[src/rtl/ushift_pkg.sv]
package ushift_pkg;

    typedef enum logic [1:0] {
        MODE_HOLD = 2'b00,
        MODE_UP   = 2'b01,
        MODE_DOWN = 2'b10,
        MODE_CAPT = 2'b11
    } mode_t;

endpackage

[src/rtl/ushift_decode.sv]
module ushift_decode
    import ushift_pkg::*;
(
    input  logic [1:0] fsel,
    input  logic       oc_a_n,
    input  logic       oc_b_n,
    output mode_t      mode,
    output logic       drive_en
);

    always_comb begin
        mode     = mode_t'(fsel);
        drive_en = !oc_a_n && !oc_b_n && (mode != MODE_CAPT);
    end

endmodule

[src/rtl/ushift_stage.sv]
module ushift_stage
    import ushift_pkg::*;
#(
    parameter int WIDTH = 8
) (
    input  logic             clk,
    input  logic             clr_n,
    input  mode_t            mode,
    input  logic             ser_r_in,
    input  logic             ser_l_in,
    input  logic [WIDTH-1:0] par_in,
    output logic [WIDTH-1:0] data
);

    localparam int TOP = WIDTH - 1;

    typedef struct packed {
        logic             live;
        logic [WIDTH-1:0] word;
    } stage_t;

    stage_t st_d, st_q;
    logic [WIDTH-1:0] next_bit;

    for (genvar i = 0; i < WIDTH; i++) begin : g_bit
        logic from_below, from_above;
        if (i == 0) begin : g_lo
            assign from_below = ser_r_in;
        end else begin : g_lo_mid
            assign from_below = st_q.word[i-1];
        end
        if (i == TOP) begin : g_hi
            assign from_above = ser_l_in;
        end else begin : g_hi_mid
            assign from_above = st_q.word[i+1];
        end
        always_comb begin
            unique case (mode)
                MODE_UP:   next_bit[i] = from_below;
                MODE_DOWN: next_bit[i] = from_above;
                MODE_CAPT: next_bit[i] = par_in[i];
                default:   next_bit[i] = st_q.word[i];
            endcase
        end
    end

    always_comb begin
        st_d      = st_q;
        st_d.live = st_q.live | !clr_n;
        if (!clr_n) begin
            st_d.word = '0;
        end else begin
            st_d.word = next_bit;
        end
    end

    always_ff @(posedge clk) begin
        st_q <= st_d;
    end

    assign data = st_q.word;

    AST_CLEAR_ZEROES: assert property (@(posedge clk) disable iff (!st_q.live)
        !clr_n |=> data == '0);
    AST_HOLD_STABLE: assert property (@(posedge clk) disable iff (!st_q.live)
        (clr_n && mode == MODE_HOLD) |=> $stable(data));
    AST_SHIFT_UP: assert property (@(posedge clk) disable iff (!st_q.live)
        (clr_n && mode == MODE_UP) |=> data == {$past(data[TOP-1:0]), $past(ser_r_in)});
    AST_SHIFT_DOWN: assert property (@(posedge clk) disable iff (!st_q.live)
        (clr_n && mode == MODE_DOWN) |=> data == {$past(ser_l_in), $past(data[TOP:1])});
    AST_CAPTURE: assert property (@(posedge clk) disable iff (!st_q.live)
        (clr_n && mode == MODE_CAPT) |=> data == $past(par_in));

endmodule

[src/rtl/ushift_bidir.sv]
module ushift_bidir
    import ushift_pkg::*;
#(
    parameter int WIDTH = 8
) (
    input  logic             clk,
    input  logic             clr_n,
    input  logic [1:0]       fsel,
    input  logic             oc_a_n,
    input  logic             oc_b_n,
    input  logic             ser_r_in,
    input  logic             ser_l_in,
    input  logic [WIDTH-1:0] bus_in,
    output logic [WIDTH-1:0] bus_out,
    output logic             bus_oe,
    output logic             q_lo,
    output logic             q_hi
);

    localparam int TOP = WIDTH - 1;

    mode_t            mode;
    logic             drive_en;
    logic [WIDTH-1:0] word;

    ushift_decode u_dec (
        .fsel     (fsel),
        .oc_a_n   (oc_a_n),
        .oc_b_n   (oc_b_n),
        .mode     (mode),
        .drive_en (drive_en)
    );

    ushift_stage #(.WIDTH(WIDTH)) u_stage (
        .clk      (clk),
        .clr_n    (clr_n),
        .mode     (mode),
        .ser_r_in (ser_r_in),
        .ser_l_in (ser_l_in),
        .par_in   (bus_in),
        .data     (word)
    );

    assign bus_out = word;
    assign bus_oe  = drive_en;
    assign q_lo    = word[0];
    assign q_hi    = word[TOP];

    always_comb begin
        if (fsel == 2'b11) begin
            AST_CAPT_RELEASES: assert (!bus_oe);
        end
        if (oc_a_n || oc_b_n) begin
            AST_CTRL_RELEASES: assert (!bus_oe);
        end
    end

endmodule

[config.mk]
export PLATFORM = sky130hd
export DESIGN_NAME = ushift_bidir
export DESIGN_NICKNAME = d
export VERILOG_FILES = /design/src/rtl/ushift_pkg.sv /design/src/rtl/ushift_decode.sv /design/src/rtl/ushift_stage.sv /design/src/rtl/ushift_bidir.sv
export SDC_FILE = /design/constraint.sdc
export NUM_CORES = 1
export LEC_CHECK = 0
export BUFFER_PORTS_ARGS = -buffer_cell sky130_fd_sc_hd__clkbuf_2
export CAP_MARGIN = 30
export CORE_MARGIN = 2
export CORE_UTILIZATION = 29
export CTS_CLUSTER_SIZE = 24
export DETAILED_ROUTE_END_ITERATION = 6
export REMOVE_ABC_BUFFERS = 1
export SYNTH_ARGS = -nofsm -noshare
export SYNTH_HDL_FRONTEND = slang
export SYNTH_SLANG_ARGS = --single-unit
[constraint.sdc]
create_clock -name clk -period 1 [get_ports clk]
set_clock_uncertainty 0.2 [all_clocks]
set_input_delay 0 -clock clk [delete_from_list [all_inputs] [get_ports clk]]
set_output_delay 0 -clock clk [all_outputs]
set_load 0.01 [all_outputs]
# [Word-level counts from Yosys, hierarchy flattened]
# Index checks and enable logic that the tools add are counted.
# Widths: inputs -> output; s select.
[word_totals] elab_cells=18 regBits=8 input_bits=16 out_inout_bits=11
[classes] mux=8 eq_ne=4 reduce_logical=5
[ops] op="$pmux 1 s3" n=8
[ops] op="$eq 2x2->1 const B" n=2
[ops] op="$reduce_bool 3->1" n=1
[ops] op="$eq 2x1->1 const B" n=1
[ops] op="$logic_and 1x1->1" n=2
[ops] op="$logic_not 1->1" n=2
[ops] op="$ne 2x2->1 const B" n=1

# [Longest topological paths before layout]
[depth] word_depth=3 mapped_depth=4 depth_no_buf=2

# [By module]
# A second synthesis with hierarchy kept.
[hier_totals] hier_cells=42 hier_area_um2=457.9
[by_module_without_submodules] mod="ushift_stage" seq_area_each_um2=160.2 cells_per_inst=37 n_inst=1 area_per_inst_um2=415.4
[by_module_without_submodules] mod="ushift_decode" seq_area_each_um2=0.0 cells_per_inst=3 n_inst=1 area_per_inst_um2=27.5
[by_module_without_submodules] mod="ushift_bidir" seq_area_each_um2=0.0 cells_per_inst=2 n_inst=1 area_per_inst_um2=15.0

# [Least setup slack after synthesis]
# Ideal clock, no wire load.
[synth_path] kind="register to register" start="register u_stage.st_q (netlist bit u_stage.data[3])" end="register u_stage.st_q (netlist bit u_stage.data[4])" arrival_time_ns=0.607 setup_time_ns=0.075 path_buffers=0 setup_slack_ns=0.118 period_less_slack_ns=0.882 t_required_ns=0.725 path_stages_with_launch=3 path_cell_list="dfxtp_1 mux2i_1 o22ai_1"
[synth_between] elab_chain_cells=1
[synth_lines] item="start: declaration" line="ushift_stage.sv:22" text="stage_t st_d, st_q;"
[synth_lines] item="start signal: assignment" line="ushift_stage.sv:58" text="st_q <= st_d;"
[synth_lines] item="$pmux 1 s3" line="ushift_stage.sv:38" text="unique case (mode)"
# No other way between the ends.
# A chain may end at the register's enable or synchronous reset.

# [Worst setup path in the final report]
[layout_path] start="input port bus_in[7]" end="register u_stage.st_q (netlist bit u_stage.data[7])"
[layout_between] elab_chain_cells=1
[layout_lines] item="start: declaration" line="ushift_bidir.sv:13" text="input logic [WIDTH-1:0] bus_in,"
[layout_lines] item="$pmux 1 s3" line="ushift_stage.sv:38"
# No other way between the ends.

==> flow_metrics.env <==
export IMPL_critPathSlowestCell="dlygate4sd3_1"
export IMPL_grt_max_degree=18
export IMPL_hold_slack_ns=0.01158
export IMPL_endpoint_kind="register"
export IMPL_final_period_minus_worst_setup_slack_ns=0.9447
export IMPL_hold_viol=0
export IMPL_dr_pass1_iters=4
export IMPL_die_y_um=42.86
export IMPL_worst_slack_ns=0.05526
export IMPL_postCtsSetupRepairBufs=0
export IMPL_min_period_over_period_pct=94.47
export IMPL_wl_mm=1.034
export IMPL_cts_root_buffer="clkbuf_4"
export IMPL_powerDensity_nw_per_um2=1142
export IMPL_whs_path_depth=3
export IMPL_drive_gt1_share_pct=50.67
export IMPL_pin_count=27
export IMPL_area_sequential_um2=170.2
export IMPL_crit_start="bus_in[7]"
export IMPL_clk_latency_ns=0.25
export IMPL_place_gp_congestion=0.6430
export IMPL_p_leak_uw=0.0003475
export IMPL_track_usage_pct=12.05
export IMPL_clockBufferDepth=2
export IMPL_cts_made_buffers=3
export IMPL_r2r_slack_ns=0.11
export IMPL_grt_pass1_vias=394
export IMPL_rsz0062_at_grt="false"
export IMPL_cp_top_family="buffers and inverters"
export IMPL_status="complete, no violations"
export IMPL_dpl_worst_slack_ns=0.08602
export IMPL_clkTransAtPathRegs_ns=0.05
export IMPL_fin_nets=93
export IMPL_hp_class="input port to register"
export IMPL_core_rowCount=14
export IMPL_grt_pass1_wl_mm=1.656
export IMPL_r2r_start="u_stage.data[1]"
export IMPL_yosysSeqAreaShare_pct=36.57
export IMPL_drt_initial_drc_count=9
export IMPL_layout_commonest_cell="clkbuf_2"
export IMPL_largest_reg_flops=8
export IMPL_tightest_slew_ns=0.3258
export IMPL_h_tree_depth=1
export IMPL_syn_inst=40
export IMPL_mostFrequentLayoutCells="clkbuf_2 (26), mux2i_1 (16), dlygate4sd3_1 (10), o22ai_1 (8), dfxtp_2 (8)"
export IMPL_drc=0
export IMPL_maxSlewViolCount=0
export IMPL_synthToLayoutAreaGrowth_pct=57.71
export IMPL_dieArea_um2=1837
export IMPL_multi_input_area_um2=227.7
export IMPL_viasPerCell=4.681
export IMPL_core_um2=1454
export IMPL_final_core_util_pct=47.50
export IMPL_drv_cap=0
export IMPL_timing_slew_headroom_pct=78.28
export IMPL_die_w_um=42.86
export IMPL_worstSetupEndpoint="u_stage.data[7]"
export IMPL_setup_tns_final_ns=0
export IMPL_wire_per_inst_um=11.36
export IMPL_synth_cell_types=10
export IMPL_crit_type="input port to register"
export IMPL_critPathBufInv=2
export IMPL_r2r_cells=2
export IMPL_crit_chain="dlygate4sd3_1 > clkbuf_2 > mux2i_1 > o22ai_1"
export IMPL_path_max_fanout=1
export IMPL_arrival_ns=0.86
export IMPL_antenna_cells=0
export IMPL_port_buffers=26
export IMPL_ir_drop_v=0.0005593
export IMPL_fmaxAchievable_mhz=1058
export IMPL_cp_slowest_stage_delay_ns=0.53
export IMPL_regToRegEndpoint="u_stage.data[0]"
export IMPL_start_util_pct=30.12
export IMPL_final_setup_viol_count=0
export IMPL_antenna_found_initial=0
export IMPL_syn_cell_area_um2=437.9
export IMPL_cp_depth=4
export IMPL_clkSinkCount=8
export IMPL_cts_tree="done"
export IMPL_avgSynthCellArea_um2=10.95
export IMPL_via_count=426
export IMPL_drtAntennaViolNets=0
export IMPL_critical_path_startpoint_type="input port"
export IMPL_ys_ff_latch=8
export IMPL_required_ns=0.92
export IMPL_synth_warnings=0
export IMPL_gr_total_overflow=0
export IMPL_nFillCells=157
## logic make-up after synthesis
group                  Yosys count  share of synthesized area, %
multiplexers                    16                         36.57
buffers and inverters            5                         11.43
AO/OA/AOI/OAI                    9                         13.14
AND/OR/NAND/NOR                  2                         2.286
flip-flops                       8                         36.57
## cell type report
class	instances	share of cell area, %
clock buffers	3	3.261
multi-input cells	27	32.97
flip-flops and latches	8	24.64
well taps	16	2.899
repair buffers	37	36.23
## where the power goes
| group | total [uW] | switching, uW | internal [uW] |
|---|---|---|---|
| Clock | 238 | 101 | 137 |
| Combinational | 190 | 79.1 | 110 |
| Sequential | 361 | 18.3 | 343 |
| Total | 789 | 199 | 590 |
## worst min path at each step
stage | start | end | slack, ns
after floorplan | oc_a_n | bus_oe | -0.15
after global placement | oc_a_n | bus_oe | 0.02
after detailed placement | oc_a_n | bus_oe | 0.02
after CTS | clr_n | u_stage.data[1] | 0.007
after global routing | clr_n | u_stage.data[3] | 0.03
final | clr_n | u_stage.data[3] | 0.01
## routing by layer
| metal | global-route usage [%] | share of wire, % | wire length [um] | up-vias |
|---|---|---|---|---|
| li1 | - | - | - | 223 |
| met1 | 15.38 | 46 | 478 | 184 |
| met2 | 16.97 | 43 | 443 | 17 |
| met3 | 5.532 | 9.6 | 99 | 2 |
| met4 | 5.625 | 1.1 | 11 | 0 |
| met5 | 0 | 0 | 0 | - |
## timing repair
action | CTS | global route
hold endpoints to repair | 8 | 0
endpoints found under the setup margin | 0 | 11
hold buffers | 10 | 0
resized for setup | 0 | 8
## through the flow
step                cell area, um^2  instances  power [uW]
CTS                           680.7         91       802.7
global placement              558.0         78       520.7
floorplan                     387.9         35       433.6
global route                  690.7         91       845.7
finish                        690.7         91       788.7
detailed placement            558.0         78       523.3
## Yosys cell counts
| cell type | n | area share (%) |
|---|---|---|
| a211oi_1 | 1 | 1.7 |
| nand2_1 | 1 | 0.86 |
| buf_1 | 1 | 0.86 |
| buf_12 | 1 | 4.6 |
| mux2i_1 | 16 | 37 |
| nand2b_1 | 1 | 1.4 |
| buf_4 | 2 | 3.4 |
| buf_6 | 1 | 2.6 |
| dfxtp_1 | 8 | 37 |
| o22ai_1 | 8 | 11 |
## tightest hold or removal path, delay by kind of cell
| kind | cells | cell delay, ns |
|---|---|---|
| buffers and inverters | 1 | 0.09 |
| AO/OA/AOI/OAI | 1 | 0.10 |
| AND/OR/NAND/NOR | 1 | 0.22 |
Note: power is estimated with default switching activity, not from simulation.
